File: src/rtl/sem_pkg.sv
// Shared definitions for the sync error rate monitor.
package sem_pkg;
    // Kind of accumulator update selected in a cycle.
    typedef enum logic [1:0] {
        UPD_HOLD = 2'b00,
        UPD_LEAK = 2'b01,
        UPD_ADD  = 2'b10,
        UPD_BOTH = 2'b11
    } upd_kind_e;
endpackage

File: src/rtl/sem_bucket.sv
// Leaky-bucket accumulator.
// Adds WEIGHT on an error and drains leak on a line strobe.
// Clamps the result to [0, acc_max].
// Assumes WEIGHT fits in ACC_W bits.
// Exposes the committed value and the value to be committed next.
module sem_bucket #(
    parameter int ACC_W  = 8,
    parameter int LEAK_W = 4,
    parameter int WEIGHT = 10
) (
    input  logic              clk,
    input  logic              rst_n,
    input  logic              add_i,
    input  logic              leak_i,
    input  logic [LEAK_W-1:0] leak_amt,
    input  logic [ACC_W-1:0]  acc_max,
    output logic [ACC_W-1:0]  acc_q,
    output logic [ACC_W-1:0]  acc_nxt
);
    import sem_pkg::*;

    localparam int SUM_W = ACC_W + 2;

    upd_kind_e               kind;
    logic signed [SUM_W-1:0] sum;
    logic signed [SUM_W-1:0] cap;

    // Classify this cycle's update.
    always_comb kind = upd_kind_e'({add_i, leak_i});

    // Compute the raw sum and clamp it to both limits.
    always_comb begin
        sum = $signed({2'b00, acc_q});
        cap = $signed({2'b00, acc_max});
        case (kind)
            UPD_ADD:  sum = sum + SUM_W'(WEIGHT);
            UPD_LEAK: sum = sum - $signed(SUM_W'(leak_amt));
            UPD_BOTH: sum = sum + SUM_W'(WEIGHT) - $signed(SUM_W'(leak_amt));
            default:  sum = sum;
        endcase
        if (sum < 0)
            acc_nxt = '0;
        else if (sum > cap)
            acc_nxt = acc_max;
        else
            acc_nxt = sum[ACC_W-1:0];
    end

    // Commit the clamped value; reset empties the bucket.
    always_ff @(posedge clk) begin
        if (!rst_n) acc_q <= '0;
        else        acc_q <= acc_nxt;
    end
endmodule

File: src/rtl/sem_hyst_flag.sv
// Two-level comparator with memory.
// Sets on level >= set_lvl and clears on level < clr_lvl.
// Setting wins if both hold.
// Assumes lvl is the value being committed on the same edge.
module sem_hyst_flag #(
    parameter int ACC_W = 8
) (
    input  logic             clk,
    input  logic             rst_n,
    input  logic [ACC_W-1:0] lvl,
    input  logic [ACC_W-1:0] set_lvl,
    input  logic [ACC_W-1:0] clr_lvl,
    output logic             flag_q
);
    // Update the flag; hold it between the two levels.
    always_ff @(posedge clk) begin
        if (!rst_n)              flag_q <= 1'b0;
        else if (lvl >= set_lvl) flag_q <= 1'b1;
        else if (lvl < clr_lvl)  flag_q <= 1'b0;
    end
endmodule

File: src/rtl/sync_err_monitor.sv
// Sync error rate monitor: leaky bucket plus hysteresis flag.
// Assumes line_stb and sync_err are single-cycle pulses in the clk domain.
module sync_err_monitor #(
    parameter int ACC_W  = 8,
    parameter int LEAK_W = 4,
    parameter int WEIGHT = 10
) (
    input  logic              clk,
    input  logic              rst_n,
    input  logic              line_stb,
    input  logic              sync_err,
    input  logic [LEAK_W-1:0] leak_amt,
    input  logic [ACC_W-1:0]  set_lvl,
    input  logic [ACC_W-1:0]  clr_lvl,
    input  logic [ACC_W-1:0]  acc_max,
    output logic              warn
);
    logic [ACC_W-1:0] acc_lvl;
    logic [ACC_W-1:0] acc_nxt;

    sem_bucket #(.ACC_W(ACC_W), .LEAK_W(LEAK_W), .WEIGHT(WEIGHT)) u_bucket (
        .clk(clk), .rst_n(rst_n), .add_i(sync_err), .leak_i(line_stb),
        .leak_amt(leak_amt), .acc_max(acc_max),
        .acc_q(acc_lvl), .acc_nxt(acc_nxt)
    );

    sem_hyst_flag #(.ACC_W(ACC_W)) u_flag (
        .clk(clk), .rst_n(rst_n), .lvl(acc_nxt),
        .set_lvl(set_lvl), .clr_lvl(clr_lvl), .flag_q(warn)
    );
endmodule

File: config.mk
export PLATFORM = sky130hd
export DESIGN_NAME = sync_err_monitor
export DESIGN_NICKNAME = d
export VERILOG_FILES = /design/src/rtl/sem_pkg.sv /design/src/rtl/sem_bucket.sv /design/src/rtl/sem_hyst_flag.sv /design/src/rtl/sync_err_monitor.sv
export SDC_FILE = /design/constraint.sdc
export NUM_CORES = 1
export LEC_CHECK = 0
export BUFFER_PORTS_ARGS = -buffer_cell sky130_fd_sc_hd__buf_4
export CAP_MARGIN = 20
export CORE_AREA = 2 2 87 89
export DETAILED_ROUTE_END_ITERATION = 6
export DIE_AREA = 0 0 89 91
export GPL_TIMING_DRIVEN = 0
export PLACE_DENSITY = 0.44
export SLEW_MARGIN = 25
export SYNTH_ARGS = -nofsm -noshare
export SYNTH_HDL_FRONTEND = slang
export SYNTH_HIERARCHICAL = 1
export SYNTH_SLANG_ARGS = --single-unit
export TNS_END_PERCENT = 5
File: constraint.sdc
create_clock -name clk -period 7.5 [get_ports clk]
set_clock_uncertainty 0.2 [all_clocks]
set_input_delay 0.75 -clock clk [delete_from_list [all_inputs] [get_ports clk]]
set_output_delay 0.75 -clock clk [all_outputs]
set_load 0.01 [all_outputs]
# --- After elaboration in Yosys (flattened, before gate mapping) ---
# Index checks and enable logic that the tools add are counted.
totals:
  register_bits: 9
  word_cells: 18
  in_bits: 32
op_classes:
  reduce_logical: 1
  eq_ne: 3
  order_cmp: 4
  n_addsub: 3
  muxes: 5
op_table:
  columns: ["cell", "n"]
  rows:
  - ["one-hot mux 10 bit (3 select lines)", 1]
  - ["2-to-1 mux 8 bit", 2]
  - ["greater-than comparator 10 x 9 -> 1 bit", 1]
  - ["< comparator 10 x 1 -> 1 bit, second input constant", 1]
  - ["subtractor 10 x 5 -> 10 bit", 1]
  - ["adder 8 x 4 -> 9 bit, second input constant", 1]
  - ["subtractor 8 x 4 -> 9 bit", 1]
  - ["greater-or-equal comparator 8 bit", 1]
  - ["< comparator 8 bit", 1]
  - ["== test 2 bit, second input constant", 2]
  - ["== test 2 x 1 -> 1 bit, second input constant", 1]
  - ["2-to-1 mux 1 bit", 2]
  - ["nonzero test 2 bit", 1]

# --- Depth between registers and ports, before layout ---
depth:
  word_depth: 9
  mapped_depth: 22
  depth_no_buf: 22

# --- Modules after synthesis ---
# Netlist, hierarchy kept.
by_module_without_submodules:
  columns: ["mod", "instances", "cells_per_inst", "area_each_um2"]
  rows:
  - ["sem_bucket", 1, 219, 1707.9]
  - ["sem_hyst_flag", 1, 53, 400.4]

# --- Least setup slack after synthesis ---
# OpenSTA, ideal clock, no wires.
synth_timing:
  kind: "in2reg"
  start: "input port leak_amt[0]"
  end: "register u_flag.flag_q"
  slack_ns: 2.329
  required_ns: 7.161
  stages: 21
  n_path_buf: 0
  arrival_time_ns: 4.832
  setup_ns: 0.139
  cell_sequence: "ha_1 -> inv_1 -> fa_1 -> a21o_1 -> a2111oi_0 -> xnor2_1 -> nor2_1 -> a21oi_1 -> inv_1 -> ha_1 -> a211o_1 -> a21oi_1 -> a31oi_1 -> a311oi_4 -> nand3_1 -> o21ai_0 -> ha_1 -> a211oi_1 -> nor2_1 -> o31ai_1 -> o221ai_1"
synth_via:
  elab_chain_len: 7
  elab_cells_between_ends: 11
  cone_classes: "2 x add/sub; 4 x order compare; 4 x mux; 1 x reduce/logical"
synth_lines:
  columns: ["element", "line", "rtl"]
  rows:
  - ["start: declaration", "sync_err_monitor.sv:12", "input logic [LEAK_W-1:0] leak_amt,"]
  - ["subtractor 10 x 5 -> 10 bit / subtractor 8 x 4 -> 9 bit (equally long branches)", "sem_bucket.sv:38, sem_bucket.sv:37", null]
  - ["one-hot mux 10 bit (3 select lines) *", "sem_bucket.sv:35", "case (kind)"]
  - ["greater-than comparator 10 x 9 -> 1 bit", "sem_bucket.sv:43", "else if (sum > cap)"]
  - ["2-to-1 mux 8 bit", "sem_bucket.sv:43", null]
  - ["2-to-1 mux 8 bit *", "sem_bucket.sv:41", "if (sum < 0)"]
  - ["net acc_nxt[5]", "sync_err_monitor.sv:19", "logic [ACC_W-1:0] acc_nxt;"]
  - ["greater-or-equal comparator 8 bit / < comparator 8 bit (equally long branches)", "sem_hyst_flag.sv:18, sem_hyst_flag.sv:19", null]
  - ["2-to-1 mux 1 bit / nonzero test 2 bit (equally long branches)", null, null]
  - ["end signal: assignment", "sem_hyst_flag.sv:17", "if (!rst_n) flag_q <= 1'b0;"]
  - ["end signal: assignment", "sem_hyst_flag.sv:18", "else if (lvl >= set_lvl) flag_q <= 1'b1;"]
  - ["end signal: assignment", "sem_hyst_flag.sv:19", "else if (lvl < clr_lvl) flag_q <= 1'b0;"]
  - ["end: declaration", "sem_hyst_flag.sv:13", "output logic flag_q"]
# Mark *: on every way through the listed nets, which the timed path passes. The rest lies on a longest branch.
# A chain may end at the register's enable or synchronous reset.

# --- Worst setup path in the final report ---
layout_timing:
  start: "register u_bucket.acc_q[1]"
  end: "register u_flag.flag_q"
layout_via:
  elab_chain_len: 8
  elab_cells_between_ends: 12
  cone_classes: "3 x add/sub; 4 x order compare; 4 x mux; 1 x reduce/logical"
layout_lines:
  columns: ["element", "line", "rtl"]
  rows:
  - ["start: declaration", "sem_bucket.sv:17", "output logic [ACC_W-1:0] acc_q,"]
  - ["start signal: assignment", "sem_bucket.sv:52", "else acc_q <= acc_nxt;"]
  - ["adder 8 x 4 -> 9 bit", "sem_bucket.sv:36, sem_bucket.sv:38", null]
  - ["subtractor 10 x 5 -> 10 bit", "sem_bucket.sv:38", "UPD_BOTH: sum = sum + SUM_W'(WEIGHT) - $signed(SUM_W'(leak_amt));"]
  - ["one-hot mux 10 bit (3 select lines) *", "sem_bucket.sv:35", null]
  - ["greater-than comparator 10 x 9 -> 1 bit", "sem_bucket.sv:43", null]
  - ["2-to-1 mux 8 bit", "sem_bucket.sv:43", null]
  - ["2-to-1 mux 8 bit *", "sem_bucket.sv:41", null]
  - ["net acc_nxt[5]", "sync_err_monitor.sv:19", null]
  - ["greater-or-equal comparator 8 bit / < comparator 8 bit (equally long branches)", "sem_hyst_flag.sv:18, sem_hyst_flag.sv:19", null]
  - ["2-to-1 mux 1 bit / nonzero test 2 bit (equally long branches)", null, null]
# Marks and branches as above.

==> qor.yml <==
drive_gt1_share_pct: 19.8
layout.filler_cells: 801
post-route-min-period_ns: 5.98
post_detailed_routing_wire_length_mm: 6.07
num_vias: 2074
yosysSeqAreaShare_pct: 8.55
core.rowCount: 31
report.final.setup_viol: 0
critical_path.endpoint_type: "flip-flop"
number_of_enable_type_register_cells_in_the_synthesized_netlist: 0
route.antenna.remaining_nets: 0
total_power_density_per_cell_area_mw_per_mm2: 374
tritoncts: "built"
post-layout-total-power_mw: 0.940
antenna_cells: 0
maximum_number_of_pins_on_one_net_before_global_route_repair: 11
initial_utilization_pct: 29.5
drc: 0
synth_area_leaders: "ha_1 18%, dfxtp_1 8.5%, inv_1 6.4%"
reg2reg_from: "u_bucket/acc_q[1]"
clock_tree.buffer_depth: 2
finish.cell_count_without_fillers: 407
run_status: "finished clean"
timing.critical_path.required_ns: 7.40
clockRootBuffer: "clkbuf_8"
worst-setup-path-type: "reg -> reg"
place_congestion: 0.760
fp.coreArea_mm2: 0.00714
postSynth.asyncResetShare_pct: 0
number_of_antenna_violations_at_the_first_check_in_global_routing: 0
postSynthRegisterBits: 9
netlist_instances: 272
crit_start: "u_bucket/acc_q[1]"
worst_hold_startpoint: "u_bucket/acc_q[0]"
dpl.hpwl_mm: 5.04
netlist.top_cell.by_area: "ha_1"
synth_area_per_cell_um2: 7.75
die_w_um: 89
grt_setup_unrepaired: "false"
final_hold_viol_count: 0
netlist_area_mm2: 0.00211
die-area_mm2: 0.00810
detailedRoute.firstIterationViolations: 49
cp_max_fo: 9
grt_pass1_wl_mm: 10.1
max_clock_freq_ghz: 0.167
synth_largest_type_area_fraction_pct: 18.4
power.static_leakage_nw: 1.17
cts.repair_timing.setup_buffer_count: 0
global_route.overflow_total: 0
floorplan.die.height_um: 91
timing.final.max_slew_violations: 0
ctsResizeCount: 0
avgViaCountPerCell: 5.10
place.detailed.instances: 403
synthTopCellsByCount: "36 x inv_1, 31 x ha_1, 18 x a21oi_1"
first_global_vias: 2063
worst_slew_margin_pct: 43.8
area_growth_syn_to_layout_pct: 19.4
postSynth.topFlopCell: "dfxtp_1"
detailed_routing_iteration_count_for_the_pre_antenna_repair_pass: 4
vdd_drop_max_mv: 0.130
synth_cell_types: 63
grt_util_all_layers_pct: 15.7
io_pins: 33
cts_hold_buffers: 0
cts_buffers: 3
worst_skew_pair.late_latency_ns: 0.24
io_buffer_count: 32
setup-tns-final_ns: 0
crit_path_start_kind: "flip-flop"
worst_hold_path_type: "reg -> reg"
synth_warnings: 6
syn-num-nets: 337
finalCritPeriodShare_pct: 79.7
path_clk_slew_ns: 0.05
htreeDepth: 1
drv_cap: 0
worstMarginPinSlew_ns: 0.838
most_common_cell_in_the_synthesized_netlist: "inv_1"
clock_sinks: 9
final_net_count: 374
critPathArrivalTime_ns: 5.88
avg_wl_per_cell_um: 14.9
[sequential cells by signal, summed over array words and instances, names as in the netlist]
register and count:
u_flag/flag_q 1, u_bucket/acc_q 8
[cell type report]
cell class	instances	area (µm²)	share of cell area, %
Buffer	11	75.1	2.98
Clock buffer	4	45.0	1.79
Inverter	36	135	5.37
Multi-Input combinational cell	216	1720	68.2
Sequential cell	9	180	7.16
Tap cell	99	124	4.92
Timing Repair Buffer	32	240	9.54
[power breakdown]
part,total [mW],switching [mW],leakage (nW),internal [mW]
combinational,0.786,0.442,1.07,0.344
clock,0.0585,0.0213,0.0228,0.0372
sequential,0.0962,0.0286,0.0745,0.0675
[placed cells by master, fill, tap and decap left out, types with 7 or more instances in the layout]
| cell | Yosys | routed |
|---|---|---|
| dfxtp_1 | 9 | 9 |
| nor2_1 | 9 | 9 |
| nor3_1 | 7 | 7 |
| a21oi_1 | 18 | 18 |
| ha_1 | 31 | 31 |
| inv_1 | 36 | 36 |
| nand2_1 | 14 | 14 |
| o21ai_0 | 16 | 16 |
| buf_4 | 2 | 34 |
| nand3_1 | 15 | 15 |
[critical path, cell delays in order, from the launching register on]
cell and delay, ns:
dfxtp_1 0.55, ha_1 0.21, clkbuf_2 0.21, xnor2_1 0.14, ha_1 0.31, o21a_1 0.13
o31a_1 0.16, nor3_2 0.36, mux2_2 0.38, o211ai_1 0.19, inv_1 0.08, ha_1 0.32
and4_1 0.21, o21ai_0 0.08, a31oi_1 0.20, a311oi_4 0.57, nand3_1 0.13, o21ai_0 0.29
ha_1 0.31, a211oi_1 0.26, nor2_1 0.08, o31ai_1 0.29, o221ai_1 0.16
[path summary, 6_finish.rpt]
check                            to  slack (ns)  cells past startpoint
setup reg to reg      u_flag/flag_q        1.52                     22
hold reg to reg   u_bucket/acc_q[0]        0.47                      4
setup / recovery      u_flag/flag_q        1.52                     22
hold / removal    u_bucket/acc_q[0]        0.47                      4
[routing by layer]
| layer | vias to the layer above | routed length, µm | track usage (%) |
|---|---|---|---|
| met5 | - | 0 | 0 |
| met1 | 943 | 2940 | 21.9 |
| met3 | 6 | 188 | 1.55 |
| li1 | 1082 | - | - |
| met4 | 0 | 74 | 3.73 |
| met2 | 43 | 2870 | 25.9 |
[stage by stage]
step / setup slack [ns] / hold slack, ns / utilization [%] / instance area [µm²]
after floorplan: 2.33 / 0.409 / - / 2110
after global placement: 1.33 / 0.473 / 34.6 / 2470
after detailed placement: 1.27 / 0.463 / 34.6 / 2470
after CTS: 1.48 / 0.474 / 35.3 / 2520
after global routing: 1.02 / 0.515 / 35.3 / 2520
final: 1.52 / 0.474 / 35.3 / 2520
[logic make-up after synthesis]
logic type / after synthesis / synth area share (%)
xor gates and xnor gates: 10 / 4.15
adders and majority gates: 33 / 20.3
muxes: 8 / 3.98
buffers and inverters: 47 / 9.97
and+or+nand+nor: 77 / 19.9
DFF: 9 / 8.55
AOI/OAI and AO/OA: 88 / 33.2
No activity file was read; power rests on OpenSTA's default activity.
